### config.mk
export PLATFORM = sky130hd
export DESIGN_NAME = bus_idle_gap
export DESIGN_NICKNAME = d
export VERILOG_FILES = /design/src/rtl/idle_gap_pkg.sv /design/src/rtl/idle_grp_sel.sv /design/src/rtl/idle_gap_max.sv /design/src/rtl/idle_gap_timer.sv /design/src/rtl/bus_idle_gap.sv
export SDC_FILE = /design/constraint.sdc
export NUM_CORES = 1
export LEC_CHECK = 0
export ABC_AREA = 0
export CAP_MARGIN = 20
export CELL_PAD_IN_SITES_DETAIL_PLACEMENT = 0
export CELL_PAD_IN_SITES_GLOBAL_PLACEMENT = 1
export CORE_MARGIN = 8
export CORE_UTILIZATION = 31
export DETAILED_ROUTE_END_ITERATION = 16
export PLACE_DENSITY = 0.84
export SLEW_MARGIN = 0
export SYNTH_ARGS = -nofsm -noshare
export SYNTH_HDL_FRONTEND = slang
export SYNTH_HIERARCHICAL = 1
export SYNTH_SLANG_ARGS = --single-unit
### constraint.sdc
create_clock -name clk -period 15.6 [get_ports clk]
set_input_delay 2.34 -clock clk [delete_from_list [all_inputs] [get_ports clk]]
set_output_delay 2.34 -clock clk [all_outputs]
set_load 0.03 [all_outputs]
### src/rtl/idle_gap_pkg.sv
package idle_gap_pkg;

  localparam int FLD_W  = 3;
  localparam int NFLD   = 5;
  localparam int TFLD_W = 2;
  localparam int NTFLD  = 3;

  // Field index inside the per-chip-select idle setting.
  typedef enum logic [2:0] {
    TR_WR_ANY      = 3'd0,
    TR_RD_WR_OTHER = 3'd1,
    TR_RD_WR_SAME  = 3'd2,
    TR_RD_RD_OTHER = 3'd3,
    TR_RD_RD_SAME  = 3'd4
  } trans_e;

  // Field index inside the per-chip-select timing setting.
  typedef enum logic [1:0] {
    TM_PRECHARGE = 2'd0,
    TM_RECOVERY  = 2'd1,
    TM_ROWCYCLE  = 2'd2
  } tim_e;

  function automatic logic [3:0] dec3(input logic [2:0] code);
    logic [3:0] r;
    case (code)
      3'd0: r = 4'd0;
      3'd1: r = 4'd1;
      3'd2: r = 4'd2;
      3'd3: r = 4'd3;
      3'd4: r = 4'd4;
      3'd5: r = 4'd6;
      3'd6: r = 4'd8;
      default: r = 4'd10;
    endcase
    return r;
  endfunction

  function automatic logic [3:0] dec2(input logic [1:0] code);
    return {2'b00, code};
  endfunction

  function automatic trans_e classify(input logic pwr, input logic nwr,
                                      input logic same);
    trans_e t;
    if (pwr)              t = TR_WR_ANY;
    else if (nwr && same) t = TR_RD_WR_SAME;
    else if (nwr)         t = TR_RD_WR_OTHER;
    else if (same)        t = TR_RD_RD_SAME;
    else                  t = TR_RD_RD_OTHER;
    return t;
  endfunction

  function automatic tim_e tim_pick(input logic pwr, input logic same);
    tim_e t;
    if (pwr)       t = TM_RECOVERY;
    else if (same) t = TM_ROWCYCLE;
    else           t = TM_PRECHARGE;
    return t;
  endfunction

endpackage

### src/rtl/idle_grp_sel.sv
module idle_grp_sel
  import idle_gap_pkg::*;
#(
  parameter int NCS     = 4,
  parameter int CW      = 6,
  parameter int WM_IDLE = 1,
  localparam int CSW    = (NCS > 1) ? $clog2(NCS) : 1,
  localparam int CFGW   = NFLD * FLD_W,
  localparam int TCFGW  = NTFLD * TFLD_W
) (
  input  logic                 prev_wr,
  input  logic [CSW-1:0]       prev_cs,
  input  logic                 next_wr,
  input  logic [CSW-1:0]       next_cs,
  input  logic                 next_dma,
  input  logic [2:0]           dma_idle_code,
  input  logic [NCS*CFGW-1:0]  cs_idle_cfg,
  input  logic [NCS*TCFGW-1:0] cs_tim_cfg,
  input  logic [NCS-1:0]       cs_wm,
  output logic [CW-1:0]        g1,
  output logic [CW-1:0]        g2
);

  logic           same_cs;
  trans_e         kind;
  tim_e           tkind;
  logic [CFGW-1:0]  my_idle;
  logic [TCFGW-1:0] my_tim;
  logic [2:0]     idle_code;
  logic [1:0]     tim_code;

  assign same_cs = (prev_cs == next_cs);
  assign kind    = classify(prev_wr, next_wr, same_cs);
  assign tkind   = tim_pick(prev_wr, same_cs);

  assign my_idle   = cs_idle_cfg[int'(prev_cs)*CFGW +: CFGW];
  assign my_tim    = cs_tim_cfg[int'(prev_cs)*TCFGW +: TCFGW];
  assign idle_code = my_idle[int'(kind)*FLD_W +: FLD_W];
  assign tim_code  = my_tim[int'(tkind)*TFLD_W +: TFLD_W];

  always_comb begin
    if (next_dma) g1 = CW'(dec3(dma_idle_code));
    else          g1 = CW'(dec3(idle_code));
  end

  always_comb begin
    if (cs_wm[prev_cs]) g2 = CW'(WM_IDLE);
    else                g2 = CW'(dec2(tim_code));
  end

endmodule

### src/rtl/idle_gap_max.sv
module idle_gap_max
  import idle_gap_pkg::*;
#(
  parameter int XW  = 4,
  parameter int MTW = 2,
  localparam int CW = XW + 2
) (
  input  logic [CW-1:0]  g1,
  input  logic [CW-1:0]  g2,
  input  logic [XW-1:0]  rd_xfer_cyc,
  input  logic [XW-1:0]  int_idle_cyc,
  input  logic [XW-1:0]  wr_wait_cyc,
  input  logic [MTW-1:0] prev_mtype,
  input  logic [MTW-1:0] next_mtype,
  input  logic [2:0]     diff_mem_code,
  output logic [CW-1:0]  g3,
  output logic [CW-1:0]  g4,
  output logic [CW-1:0]  gap
);

  logic [CW-1:0] m12, m34;

  assign g3 = CW'(rd_xfer_cyc) + CW'(int_idle_cyc) + CW'(wr_wait_cyc);
  assign g4 = (prev_mtype != next_mtype) ? CW'(dec3(diff_mem_code)) : '0;

  assign m12 = (g1 > g2) ? g1 : g2;
  assign m34 = (g3 > g4) ? g3 : g4;
  assign gap = (m12 > m34) ? m12 : m34;

endmodule

### src/rtl/idle_gap_timer.sv
module idle_gap_timer #(
  parameter int CW = 6
) (
  input  logic          clk,
  input  logic          rst,
  input  logic          load,
  input  logic [CW-1:0] gap,
  input  logic          next_req,
  output logic          ready,
  output logic          grant,
  output logic [CW-1:0] idle_left
);

  logic [CW-1:0] cnt;

  always_ff @(posedge clk) begin
    if (rst)             cnt <= '0;
    else if (load)       cnt <= gap;
    else if (cnt != '0)  cnt <= cnt - 1'b1;
  end

  assign idle_left = cnt;
  assign ready     = (cnt == '0);
  assign grant     = ready & next_req;

endmodule

### src/rtl/bus_idle_gap.sv
module bus_idle_gap
  import idle_gap_pkg::*;
#(
  parameter int NCS     = 4,
  parameter int MTW     = 2,
  parameter int XW      = 4,
  parameter int WM_IDLE = 1,
  localparam int CSW    = (NCS > 1) ? $clog2(NCS) : 1,
  localparam int CW     = XW + 2
) (
  input  logic                        clk,
  input  logic                        rst,
  input  logic                        acc_done,
  input  logic                        prev_wr,
  input  logic [CSW-1:0]              prev_cs,
  input  logic [MTW-1:0]              prev_mtype,
  input  logic                        next_req,
  input  logic                        next_wr,
  input  logic [CSW-1:0]              next_cs,
  input  logic [MTW-1:0]              next_mtype,
  input  logic                        next_dma,
  input  logic [2:0]                  dma_idle_code,
  input  logic [NCS*NFLD*FLD_W-1:0]   cs_idle_cfg,
  input  logic [NCS*NTFLD*TFLD_W-1:0] cs_tim_cfg,
  input  logic [NCS-1:0]              cs_wm,
  input  logic [XW-1:0]               rd_xfer_cyc,
  input  logic [XW-1:0]               int_idle_cyc,
  input  logic [XW-1:0]               wr_wait_cyc,
  input  logic [2:0]                  diff_mem_code,
  output logic                        ready,
  output logic                        grant,
  output logic [CW-1:0]               idle_left
);

  logic [CW-1:0] g1_w, g2_w, g3_w, g4_w, gap_w;

  idle_grp_sel #(.NCS(NCS), .CW(CW), .WM_IDLE(WM_IDLE)) u_sel (
    .prev_wr       (prev_wr),
    .prev_cs       (prev_cs),
    .next_wr       (next_wr),
    .next_cs       (next_cs),
    .next_dma      (next_dma),
    .dma_idle_code (dma_idle_code),
    .cs_idle_cfg   (cs_idle_cfg),
    .cs_tim_cfg    (cs_tim_cfg),
    .cs_wm         (cs_wm),
    .g1            (g1_w),
    .g2            (g2_w)
  );

  idle_gap_max #(.XW(XW), .MTW(MTW)) u_max (
    .g1            (g1_w),
    .g2            (g2_w),
    .rd_xfer_cyc   (rd_xfer_cyc),
    .int_idle_cyc  (int_idle_cyc),
    .wr_wait_cyc   (wr_wait_cyc),
    .prev_mtype    (prev_mtype),
    .next_mtype    (next_mtype),
    .diff_mem_code (diff_mem_code),
    .g3            (g3_w),
    .g4            (g4_w),
    .gap           (gap_w)
  );

  idle_gap_timer #(.CW(CW)) u_tmr (
    .clk       (clk),
    .rst       (rst),
    .load      (acc_done),
    .gap       (gap_w),
    .next_req  (next_req),
    .ready     (ready),
    .grant     (grant),
    .idle_left (idle_left)
  );

endmodule

==> results.md <==
- Mean Syn Cell Area: between 8 and 9 sq um
- GP Congestion: roughly 0.82
- Fin crit share: 0.538
- ANT nets after route: 0
- Row Count: 32
- Final Hold Vio Count: 0
- Worst-path clk slew: roughly 0.040 ns
- Critical Path Stages: 24
- CTS Hold Bufs: 0
- Highest cell delay on the worst timing path: ~0.6 ns
- Post-CTS setup buffers: 0
- Multi-input gate area: around 2100 sq um
- Outcome: finished clean
- Worst Path Required: around 16 ns
- Crit path DAT: 8.53 ns
- Die W: approximately 100 um
- Via/cell ratio: roughly 5.3
- WL/cell: between 15 and 20 um
- Share of layout cells above drive strength 1: 0.109
- Critical path's slowest cell: o32ai_2
- Pin count of the biggest net entering global routing: 30
- VDD IR-drop max: approximately 0.025 mV
- Unrepaired setup endpoints after global routing: false
- Hold Path Stages: 2
- Area Growth Syn to Fin: 55.5%
- Final nets: approximately 550
- Slew headroom: 0.576
- Family with the most delay on the worst path: compound AO/OA/AOI/OAI gates
- Setup crit end kind: register
- CP Buf/Inv Count: 3
- Post-DP HPWL: between 7 and 8 mm
- GRT overflow: 0
- Syn Inst Count: 281
- Core Area: ~7700 sq um
- Tightest Hold Check Type: reg2reg
- Slew @ Worst Pin: around 0.64 ns
- IO Port Bufs: about 130
- Post_cts resized: 0
- Worst Skew: 0.00204 ns
- FF/Latch Area: approximately 120 sq um
- Max Root-Sink Buffers: 2
- Syn Std Cell Area: about 2400 sq um
- Final setup fails: 0
- Initial antenna violation count: 0
- DRC viols: 0
- Worst Reg-to-Reg Cells: 5
- WL final: 7.95 mm
- Worst hold slack: just over 0.6 ns
- Pwr Density: 65.8 nW/um^2
- Ports: 129
- Starting density of the core: 0.319
- Pleak: 1.59 nW
- Clock Latency Late Sink: between 0.2 and 0.25 ns
- Drt pass-1 iters: 4
- Max Slew Vio Count: 0
- Filler Cells Inserted: 750
- Vias in the first global route: 2,898
- WS Path Type: in2reg
- Yosys Warn Count: 6
- CTS root buffer: clkbuf_8
- Startpoint types: primary input
- CP cell instances: clkdlybuf4s50_1 -> buf_4 -> xnor2_1 -> nand2_1 -> inv_1 -> ha_1 -> nand2b_1 -> a2111oi_0 -> o41ai_1 -> a32oi_1 -> a222oi_1 -> ha_1 -> and2b_2 -> o21ai_1 -> a31o_1 -> mux2_4 -> ha_1 -> nand3_1 -> a21boi_0 -> o32ai_2 -> o311ai_0 -> o211ai_1 -> nand2_1 -> o221ai_2
- F_max: 119 MHz
- Die area: roughly 11,000 sq um
- Ant diodes: 0
- Global-route wire length before repair: around 13 mm
- CTS sink cnt: 6
- GR Util All Layers: 0.140
- Maxcap violations: 0
- Initial DRC Count: 68
- TNS Setup: 0 ns
- Vias post-DR: 2,667
- Crit path max fanout: 24
- H-tree depth: 1
- Die Ht: about 100 um
- TritonCTS buffer count: 3
- CTS tree: done
- Min Tclk post-route: 8.39 ns
- Number of flip-flops in the largest register: 6
- Most common cell on crit path: ha_1
layout make-up:
type                       count  area share
clock buffer                   3      0.0108
inverter                      42      0.0414
multi-input combinational    221       0.542
sequential                     6      0.0315
tap                          102      0.0335
timing repair buffer         130       0.340
metrics by stage:
step           setup slack, ns   util  std cells  cell area (sq um)  power [mW]
3_3_place_gp              7.26  0.490        501               3770       0.224
2_1_floorplan             8.02      -        286               2470       0.160
5_1_grt                   6.68  0.495        504               3810       0.276
3_5_place_dp              7.05  0.490        501               3770       0.227
4_1_cts                   7.27  0.495        504               3810       0.252
6_report                  7.21  0.495        504               3810       0.250
metal layers:
layer	track usage	share of wire
met5	0	0
met4	0.0336	0.016
met3	0.0504	0.094
met2	0.262	0.51
met1	0.145	0.38
worst reg2reg max path: stages, from the launching register on:
cell and delay [ns]:
dfxtp_1 0.39, inv_1 0.12, ha_1 0.26, nor2b_1 0.14
or4_1 0.47, a311oi_1 0.29
path summary, 6_finish.rpt:
kind,start,to,slack [ns]
setup / recovery,prev_cs[0],u_tmr/idle_left[0],7.21
hold / removal,u_tmr/idle_left[4],u_tmr/idle_left[4],0.60
setup reg to reg,u_tmr/idle_left[0],u_tmr/idle_left[4],13.84
hold reg to reg,u_tmr/idle_left[4],u_tmr/idle_left[4],0.60
where the power goes:
part	internal, mW	switching, mW	leakage [nW]
logic	0.103	0.0972	1.52
registers	0.0200	0.00699	0.0500
clock network	0.0166	0.00645	0.0216
total	0.140	0.111	1.59
cell usage in the layout, fill, tap and decap left out, drive strengths merged, types with 5 or more instances in the layout:
cell type	instances
mux2i	17
fa	5
nand2b	6
clkdlybuf4s50	128
nor2	10
and3b	5
nand2	12
dfxtp	6
inv	42
a21oi	7
mux4	14
a31oi	5
conb	6
mux2	7
nand3	8
o21ai	5
ha	23
Power figures use the tool's default switching activity.
